<file path="src/rtl/ec_pkg.sv">
package ec_pkg;
  localparam int ENT_W_DEF   = 32;
  localparam int CNT_W_DEF   = 16;
  localparam int CLK_HZ_DEF  = 50_000_000;
  localparam int DBG_HZ_DEF  = 4;
  localparam int SYNC_STAGES = 2;
endpackage

</file>
<file path="src/rtl/ec_sync_edge.sv">
module ec_sync_edge #(
  parameter int STAGES = 2
) (
  input  logic clk,
  input  logic rst,
  input  logic noise_in,
  output logic edge_o
);
  logic [STAGES-1:0] sync_q;
  logic              prev_q;

  always_ff @(posedge clk) begin
    if (rst) begin
      sync_q <= '0;
      prev_q <= 1'b0;
    end else begin
      sync_q <= {sync_q[STAGES-2:0], noise_in};
      prev_q <= sync_q[STAGES-1];
    end
  end

  assign edge_o = sync_q[STAGES-1] & ~prev_q;
endmodule

</file>
<file path="src/rtl/ec_collector.sv">
module ec_collector #(
  parameter int ENT_W = 32,
  parameter int CNT_W = 16,
  localparam int BCW  = $clog2(ENT_W)
) (
  input  logic             clk,
  input  logic             rst,
  input  logic             edge_i,
  output logic [ENT_W-1:0] ent_o,
  output logic [BCW-1:0]   bits_o,
  output logic [ENT_W-1:0] word_o,
  output logic             valid_o
);
  logic [CNT_W-1:0] free_cnt;
  logic [ENT_W-1:0] ent_q, ent_nxt;
  logic [BCW-1:0]   bits_q;
  logic             last_bit;

  assign ent_nxt  = {ent_q[ENT_W-2:0], free_cnt[0]};
  assign last_bit = (bits_q == BCW'(ENT_W - 1));

  always_ff @(posedge clk) begin
    if (rst) free_cnt <= '0;
    else     free_cnt <= free_cnt + 1'b1;
  end

  always_ff @(posedge clk) begin
    if (rst) begin
      ent_q   <= '0;
      bits_q  <= '0;
      word_o  <= '0;
      valid_o <= 1'b0;
    end else begin
      valid_o <= 1'b0;
      if (edge_i) begin
        ent_q <= ent_nxt;
        if (last_bit) begin
          bits_q  <= '0;
          word_o  <= ent_nxt;
          valid_o <= 1'b1;
        end else begin
          bits_q <= bits_q + 1'b1;
        end
      end
    end
  end

  assign ent_o  = ent_q;
  assign bits_o = bits_q;
endmodule

</file>
<file path="src/rtl/ec_debug_snap.sv">
module ec_debug_snap #(
  parameter int ENT_W    = 32,
  parameter int INTERVAL = 12_500_000,
  localparam int TW      = (INTERVAL > 2) ? $clog2(INTERVAL) : 1
) (
  input  logic             clk,
  input  logic             rst,
  input  logic [ENT_W-1:0] ent_i,
  output logic             tick_o,
  output logic [ENT_W-1:0] dbg_o
);
  logic [TW-1:0] timer_q;

  assign tick_o = (timer_q == TW'(INTERVAL - 1));

  always_ff @(posedge clk) begin
    if (rst) begin
      timer_q <= '0;
      dbg_o   <= '0;
    end else if (tick_o) begin
      timer_q <= '0;
      dbg_o   <= ent_i;
    end else begin
      timer_q <= timer_q + 1'b1;
    end
  end
endmodule

</file>
<file path="src/rtl/edge_entropy_collector.sv">
module edge_entropy_collector #(
  parameter int ENT_W        = ec_pkg::ENT_W_DEF,
  parameter int CNT_W        = ec_pkg::CNT_W_DEF,
  parameter int CLK_HZ       = ec_pkg::CLK_HZ_DEF,
  parameter int DBG_HZ       = ec_pkg::DBG_HZ_DEF,
  parameter int DBG_INTERVAL = CLK_HZ / DBG_HZ
) (
  input  logic             clk,
  input  logic             rst,
  input  logic             noise_in,
  output logic [ENT_W-1:0] ent_word_o,
  output logic             ent_valid_o,
  output logic [ENT_W-1:0] dbg_word_o
);
  localparam int BCW = $clog2(ENT_W);

  logic             edge_w;
  logic [ENT_W-1:0] ent_w;
  logic [BCW-1:0]   bcnt_w;
  logic             tick_w;

  ec_sync_edge #(.STAGES(ec_pkg::SYNC_STAGES)) u_sync (
    .clk(clk), .rst(rst), .noise_in(noise_in), .edge_o(edge_w)
  );

  ec_collector #(.ENT_W(ENT_W), .CNT_W(CNT_W)) u_coll (
    .clk(clk), .rst(rst), .edge_i(edge_w), .ent_o(ent_w), .bits_o(bcnt_w),
    .word_o(ent_word_o), .valid_o(ent_valid_o)
  );

  ec_debug_snap #(.ENT_W(ENT_W), .INTERVAL(DBG_INTERVAL)) u_dbg (
    .clk(clk), .rst(rst), .ent_i(ent_w), .tick_o(tick_w), .dbg_o(dbg_word_o)
  );
endmodule

</file>
<file path="config.mk">
export PLATFORM = sky130hd
export DESIGN_NAME = edge_entropy_collector
export DESIGN_NICKNAME = d
export VERILOG_FILES = /design/src/rtl/ec_pkg.sv /design/src/rtl/ec_sync_edge.sv /design/src/rtl/ec_collector.sv /design/src/rtl/ec_debug_snap.sv /design/src/rtl/edge_entropy_collector.sv
export SDC_FILE = /design/constraint.sdc
export NUM_CORES = 1
export LEC_CHECK = 0
export BUFFER_PORTS_ARGS = -buffer_cell sky130_fd_sc_hd__buf_2
export CAP_MARGIN = 20
export CORE_ASPECT_RATIO = 1.4
export CORE_MARGIN = 10
export CORE_UTILIZATION = 45
export CTS_CLUSTER_SIZE = 20
export DETAILED_ROUTE_END_ITERATION = 6
export GPL_TIMING_DRIVEN = 0
export PLACE_DENSITY = 0.75
export REMOVE_ABC_BUFFERS = 1
export SLEW_MARGIN = 20
export SYNTH_ARGS = -nofsm -noshare
export SYNTH_HDL_FRONTEND = slang
export SYNTH_SLANG_ARGS = --single-unit
export TNS_END_PERCENT = 50
</file>
<file path="constraint.sdc">
create_clock -name clk -period 2.2 [get_ports clk]
set_input_delay 0.22 -clock clk [delete_from_list [all_inputs] [get_ports clk]]
set_output_delay 0.22 -clock clk [all_outputs]
set_load 0.02 [all_outputs]
</file>
==> impl_metrics.xml <==
<?xml version="1.0" encoding="UTF-8"?>
<metrics>
  <group name="worst_setup_path">
    <metric name="end_kind" unit="">flop</metric>
    <metric name="setup.reg_to_reg.worst_slack" unit="ns">0.27</metric>
    <metric name="crit-reg2reg-capture" unit="">u_dbg.timer_q[22]</metric>
    <metric name="reg2regPathDepth" unit="">5</metric>
    <metric name="path_max_fanout" unit="">6</metric>
    <metric name="worstPathBufferInverterCount" unit="">0</metric>
    <metric name="criticalPathCategory" unit="">flop to flop</metric>
    <metric name="critical_path.startpoint_type" unit="">flop</metric>
    <metric name="crit_chain" unit="">ha_1 &gt; nand3_2 &gt; or4_4 &gt; or3_1 &gt; a21oi_1</metric>
    <metric name="cp_slowest_stage_delay" unit="ns">0.58</metric>
    <metric name="crit-reg2reg-launch" unit="">u_dbg.timer_q[0]</metric>
    <metric name="family_of_cells_with_the_greatest_summed_delay_on_the_critical_path" unit="">simple AND/OR/NAND/NOR gates</metric>
    <metric name="timing.critical_path.slowest_stage_cell" unit="">sky130_fd_sc_hd__or4_4</metric>
    <metric name="crit_required" unit="ns">2.54</metric>
    <metric name="worst_ep_arrival_time" unit="ns">2.27</metric>
  </group>
  <group name="routing">
    <metric name="routedWlPerCell" unit="um">15.88</metric>
    <metric name="routed-via-count" unit="">3942</metric>
    <metric name="totalWireLength" unit="um">11520</metric>
    <metric name="drtPass1Iterations" unit="">4</metric>
    <metric name="drc" unit="">0</metric>
    <metric name="detailedRoute.firstIterationViolations" unit="">278</metric>
    <metric name="antenna_left" unit="">0</metric>
    <metric name="vias_per_cell" unit="">5.437</metric>
  </group>
  <group name="place">
    <metric name="placedInstanceArea" unit="mm^2">0.005216</metric>
    <metric name="detailed_place_hpwl" unit="um">7433</metric>
    <metric name="buffer_ports.inserted" unit="">67</metric>
    <metric name="place.gp.congestion" unit="">0.7930</metric>
    <metric name="pre_cts_ws" unit="ns">-0.2611</metric>
  </group>
  <group name="synthesis">
    <metric name="synth_flop_cell" unit="">sky130_fd_sc_hd__dfxtp_1</metric>
    <metric name="synth.largest_area_cell" unit="">sky130_fd_sc_hd__dfxtp_1</metric>
    <metric name="synthSimpleGateAreaFrac" unit="%">18.79</metric>
    <metric name="yosys_warnings" unit="">0</metric>
    <metric name="synth-adder-area-share" unit="%">0.7951</metric>
    <metric name="yosys-top-cells-area" unit="">sky130_fd_sc_hd__dfxtp_1, sky130_fd_sc_hd__a21oi_1, sky130_fd_sc_hd__nand2_1</metric>
    <metric name="synthMostInstantiatedCell" unit="">sky130_fd_sc_hd__dfxtp_1</metric>
    <metric name="postSynthAreaPerCell" unit="um^2">9.061</metric>
    <metric name="synth_top_area_share" unit="%">55.13</metric>
    <metric name="async_flop_share" unit="%">0</metric>
    <metric name="area_of_the_mapped_netlist" unit="mm^2">0.004721</metric>
    <metric name="synth_compound_area_share" unit="%">18.45</metric>
    <metric name="synth_top_family_by_area" unit="">simple AND/OR/NAND/NOR gates</metric>
    <metric name="ys_seq_elements" unit="">130</metric>
    <metric name="synth_xor_area_share" unit="%">3.154</metric>
    <metric name="synth.cells.most_frequent" unit="">sky130_fd_sc_hd__dfxtp_1, sky130_fd_sc_hd__nand2_1, sky130_fd_sc_hd__a21oi_1, sky130_fd_sc_hd__nand3_1, sky130_fd_sc_hd__o21ai_0</metric>
    <metric name="synth_seq_area_share" unit="%">55.13</metric>
    <metric name="synth.mux.area_fraction" unit="%">0</metric>
    <metric name="post_synth_num_cell_types" unit="">34</metric>
    <metric name="count_of_flip_flops_with_a_built_in_enable_after_synthesis" unit="">0</metric>
    <metric name="synthesis.instances" unit="">521</metric>
  </group>
  <group name="global_routing">
    <metric name="grt_antenna_before_repair" unit="">0</metric>
    <metric name="wire_length_of_the_first_global_routing_pass" unit="um">19060</metric>
    <metric name="global_route.usage.total" unit="%">15.33</metric>
    <metric name="overflow" unit="">0</metric>
    <metric name="number_of_global_route_vias_before_repair" unit="">3895</metric>
    <metric name="grt_max_degree" unit="">75</metric>
  </group>
  <group name="timing">
    <metric name="fmaxAchievable" unit="MHz">517.9</metric>
    <metric name="hold_vio_cnt_final" unit="">0</metric>
    <metric name="post_route_worst_setup_slack" unit="ns">0.2691</metric>
    <metric name="holdWs" unit="ns">0.03727</metric>
    <metric name="rsz0062_at_grt" unit="">false</metric>
    <metric name="setup_viol" unit="">0</metric>
    <metric name="skew" unit="ns">0.007744</metric>
    <metric name="worst_pin_slew" unit="ns">0.7944</metric>
    <metric name="final_min_period_over_clock_period" unit="%">87.77</metric>
    <metric name="max-slew-margin-rel" unit="%">47.04</metric>
    <metric name="period_minus_slack" unit="ns">1.931</metric>
    <metric name="finalMaxSlewViolations" unit="">0</metric>
  </group>
  <group name="power_and_ir_drop">
    <metric name="fraction_of_power_consumed_by_sequential_logic" unit="%">47.9</metric>
    <metric name="power_per_standard_cell_area" unit="mW/mm^2">854.9</metric>
    <metric name="clock_power_share" unit="%">50.3</metric>
    <metric name="p_sw_share" unit="%">20.16</metric>
    <metric name="internal-power" unit="mW">3.958</metric>
    <metric name="design_power_total" unit="mW">4.958</metric>
    <metric name="leakage" unit="nW">2.249</metric>
    <metric name="irDropWorstVdd" unit="V">0.0004873</metric>
    <metric name="combPwrFrac" unit="%">1.8</metric>
    <metric name="switchingPower" unit="mW">0.9996</metric>
  </group>
  <group name="floorplan">
    <metric name="start_util" unit="%">45.86</metric>
    <metric name="rows" unit="">44</metric>
    <metric name="die_area" unit="mm^2">0.01505</metric>
    <metric name="design.portCount" unit="">68</metric>
    <metric name="floorplan.core_area" unit="mm^2">0.01029</metric>
    <metric name="die-height" unit="um">141.2</metric>
    <metric name="chipWidth" unit="um">106.6</metric>
  </group>
  <group name="clocking">
    <metric name="cts.reportedPaths.clkPinSlew" unit="ns">0.05</metric>
    <metric name="clk_path_buf_depth" unit="">2</metric>
    <metric name="numCtsBuffers" unit="">17</metric>
    <metric name="cts.sink_count" unit="">130</metric>
    <metric name="cts-root-buf" unit="">sky130_fd_sc_hd__clkbuf_16</metric>
    <metric name="worst_skew_pair.late_latency" unit="ns">0.40</metric>
    <metric name="cts_htree_levels" unit="">4</metric>
    <metric name="tritoncts" unit="">built</metric>
  </group>
  <group name="final_layout">
    <metric name="final_nets" unit="">582</metric>
    <metric name="share_of_final_layout_standard_cells_stronger_than_drive_strength_1" unit="%">19.93</metric>
    <metric name="final_area" unit="mm^2">0.005799</metric>
    <metric name="antenna-diode-count" unit="">0</metric>
    <metric name="syn_to_final_growth" unit="%">22.85</metric>
  </group>
  <group name="worst_hold_path">
    <metric name="timing.hold.worst_path_depth" unit="">2</metric>
    <metric name="hold_path_startpoint" unit="">noise_in</metric>
    <metric name="min_path_type" unit="">input port to flop</metric>
    <metric name="worstHoldEndpoint" unit="">u_sync.sync_q[0]</metric>
  </group>
  <group name="run_status">
    <metric name="run_status" unit="">completed</metric>
  </group>
  <group name="job">
    <metric name="max_cap_viol_count" unit="">0</metric>
  </group>
</metrics>
repair_timing:
item	in CTS	in global routing
buffers inserted	1	0
gates cloned	0	1
pin swaps	1	1
setup endpoints to repair	42	26
resized for setup	4	4
hold buffers	0	0
cells in the final DEF (no fill, tap or decap), types with 2 or more instances in the layout:
cell	n
sky130_fd_sc_hd__dfxtp_1	130
sky130_fd_sc_hd__buf_4	4
sky130_fd_sc_hd__xor2_1	11
sky130_fd_sc_hd__or4_1	3
sky130_fd_sc_hd__clkbuf_1	3
sky130_fd_sc_hd__clkbuf_16	17
sky130_fd_sc_hd__nor2b_1	3
sky130_fd_sc_hd__xnor2_1	6
sky130_fd_sc_hd__buf_16	2
sky130_fd_sc_hd__ha_1	3
sky130_fd_sc_hd__nand2_1	77
sky130_fd_sc_hd__nand3_1	38
sky130_fd_sc_hd__clkinv_2	4
sky130_fd_sc_hd__or3_1	4
sky130_fd_sc_hd__inv_1	2
sky130_fd_sc_hd__clkbuf_8	5
sky130_fd_sc_hd__a21oi_1	74
sky130_fd_sc_hd__nand4_1	8
sky130_fd_sc_hd__and3_1	5
sky130_fd_sc_hd__o21ai_0	37
sky130_fd_sc_hd__o31ai_1	3
sky130_fd_sc_hd__and4_1	4
sky130_fd_sc_hd__a22o_1	32
sky130_fd_sc_hd__nor2_1	21
sky130_fd_sc_hd__buf_2	66
kinds of logic (layout without fill, tap and decap cells):
logic type | count (synthesis) | after routing
AO/OA/AOI/OAI | 148 | 148
XOR/XNOR | 17 | 17
adder cells (fa/ha/maj) | 3 | 3
buffers and inverters | 42 | 107
flip-flops | 130 | 130
AND/OR/NAND/NOR | 181 | 182
worst reg2reg max path, cell delays in order, from the launching register on:
cell                      delay, ns
sky130_fd_sc_hd__dfxtp_1       0.37
sky130_fd_sc_hd__ha_1          0.24
sky130_fd_sc_hd__nand3_2       0.18
sky130_fd_sc_hd__or4_4         0.58
sky130_fd_sc_hd__or3_1         0.35
sky130_fd_sc_hd__a21oi_1       0.14
cell type report:
| class | instances | area, um^2 |
|---|---|---|
| inverters | 2 | 7.507 |
| well taps | 138 | 172.7 |
| clock inverters | 5 | 27.53 |
| clock buffers | 25 | 505.5 |
| fillers | 929 | 4496 |
| flip-flops and latches | 130 | 2603 |
| multi-input cells | 350 | 2022 |
| repair buffers | 75 | 461.7 |
power by group through the flow:
stage | combinational [mW] | sequential, mW | clock [mW]
final | 0.0876 | 2.38 | 2.49
after global routing | 0.0979 | 2.38 | 2.63
after CTS | 0.0867 | 2.38 | 2.54
after detailed placement | 0.0864 | 2.43 | 0
after global placement | 0.0700 | 2.42 | 0
after floorplan | 0.0356 | 2.42 | 0
worst max-delay path by stage:
stage	startpoint	endpoint	slack, ns	cells past startpoint
detailed placement	u_dbg.timer_q[6]	u_dbg.timer_q[2]	-0.26	4
floorplan	u_sync.sync_q[1]	u_coll.word_o[0]	-1.02	4
global placement	u_sync.sync_q[1]	u_coll.word_o[27]	-2.50	4
finish	u_dbg.timer_q[0]	u_dbg.timer_q[22]	0.27	5
CTS	u_dbg.timer_q[0]	u_dbg.dbg_o[18]	0.07	5
global route	u_dbg.timer_q[0]	u_dbg.timer_q[12]	0.15	6
registers in the layout, indices dropped and copies added (netlist names):
| register | cells |
|---|---|
| u_sync.sync_q | 2 |
| u_coll.word_o | 32 |
| u_coll.bits_o | 5 |
| u_coll.valid_o | 1 |
| u_coll.free_cnt | 1 |
| u_sync.prev_q | 1 |
| u_coll.ent_o | 32 |
| u_dbg.dbg_o | 32 |
| u_dbg.timer_q | 24 |
routing by layer:
layer  share of wire [%]  wire (um)  global-route usage, %
met1                  40       4663                  16.86
met2                  52       5970                  26.60
met3                 6.8        786                  5.657
met4                0.82         95                  4.789
met5                   0          0                      0
per-stage QoR:
stage / util, % / instances / TNS, ns
4_1_cts: 56.02 / 724 / 0
5_1_grt: 56.33 / 725 / 0
3_5_place_dp: 50.67 / 693 / -5.518
3_3_place_gp: 49.17 / 686 / -219.05
2_1_floorplan: - / 481 / -75.61
6_report: 56.33 / 725 / 0
Power figures use the tool's default switching activity.
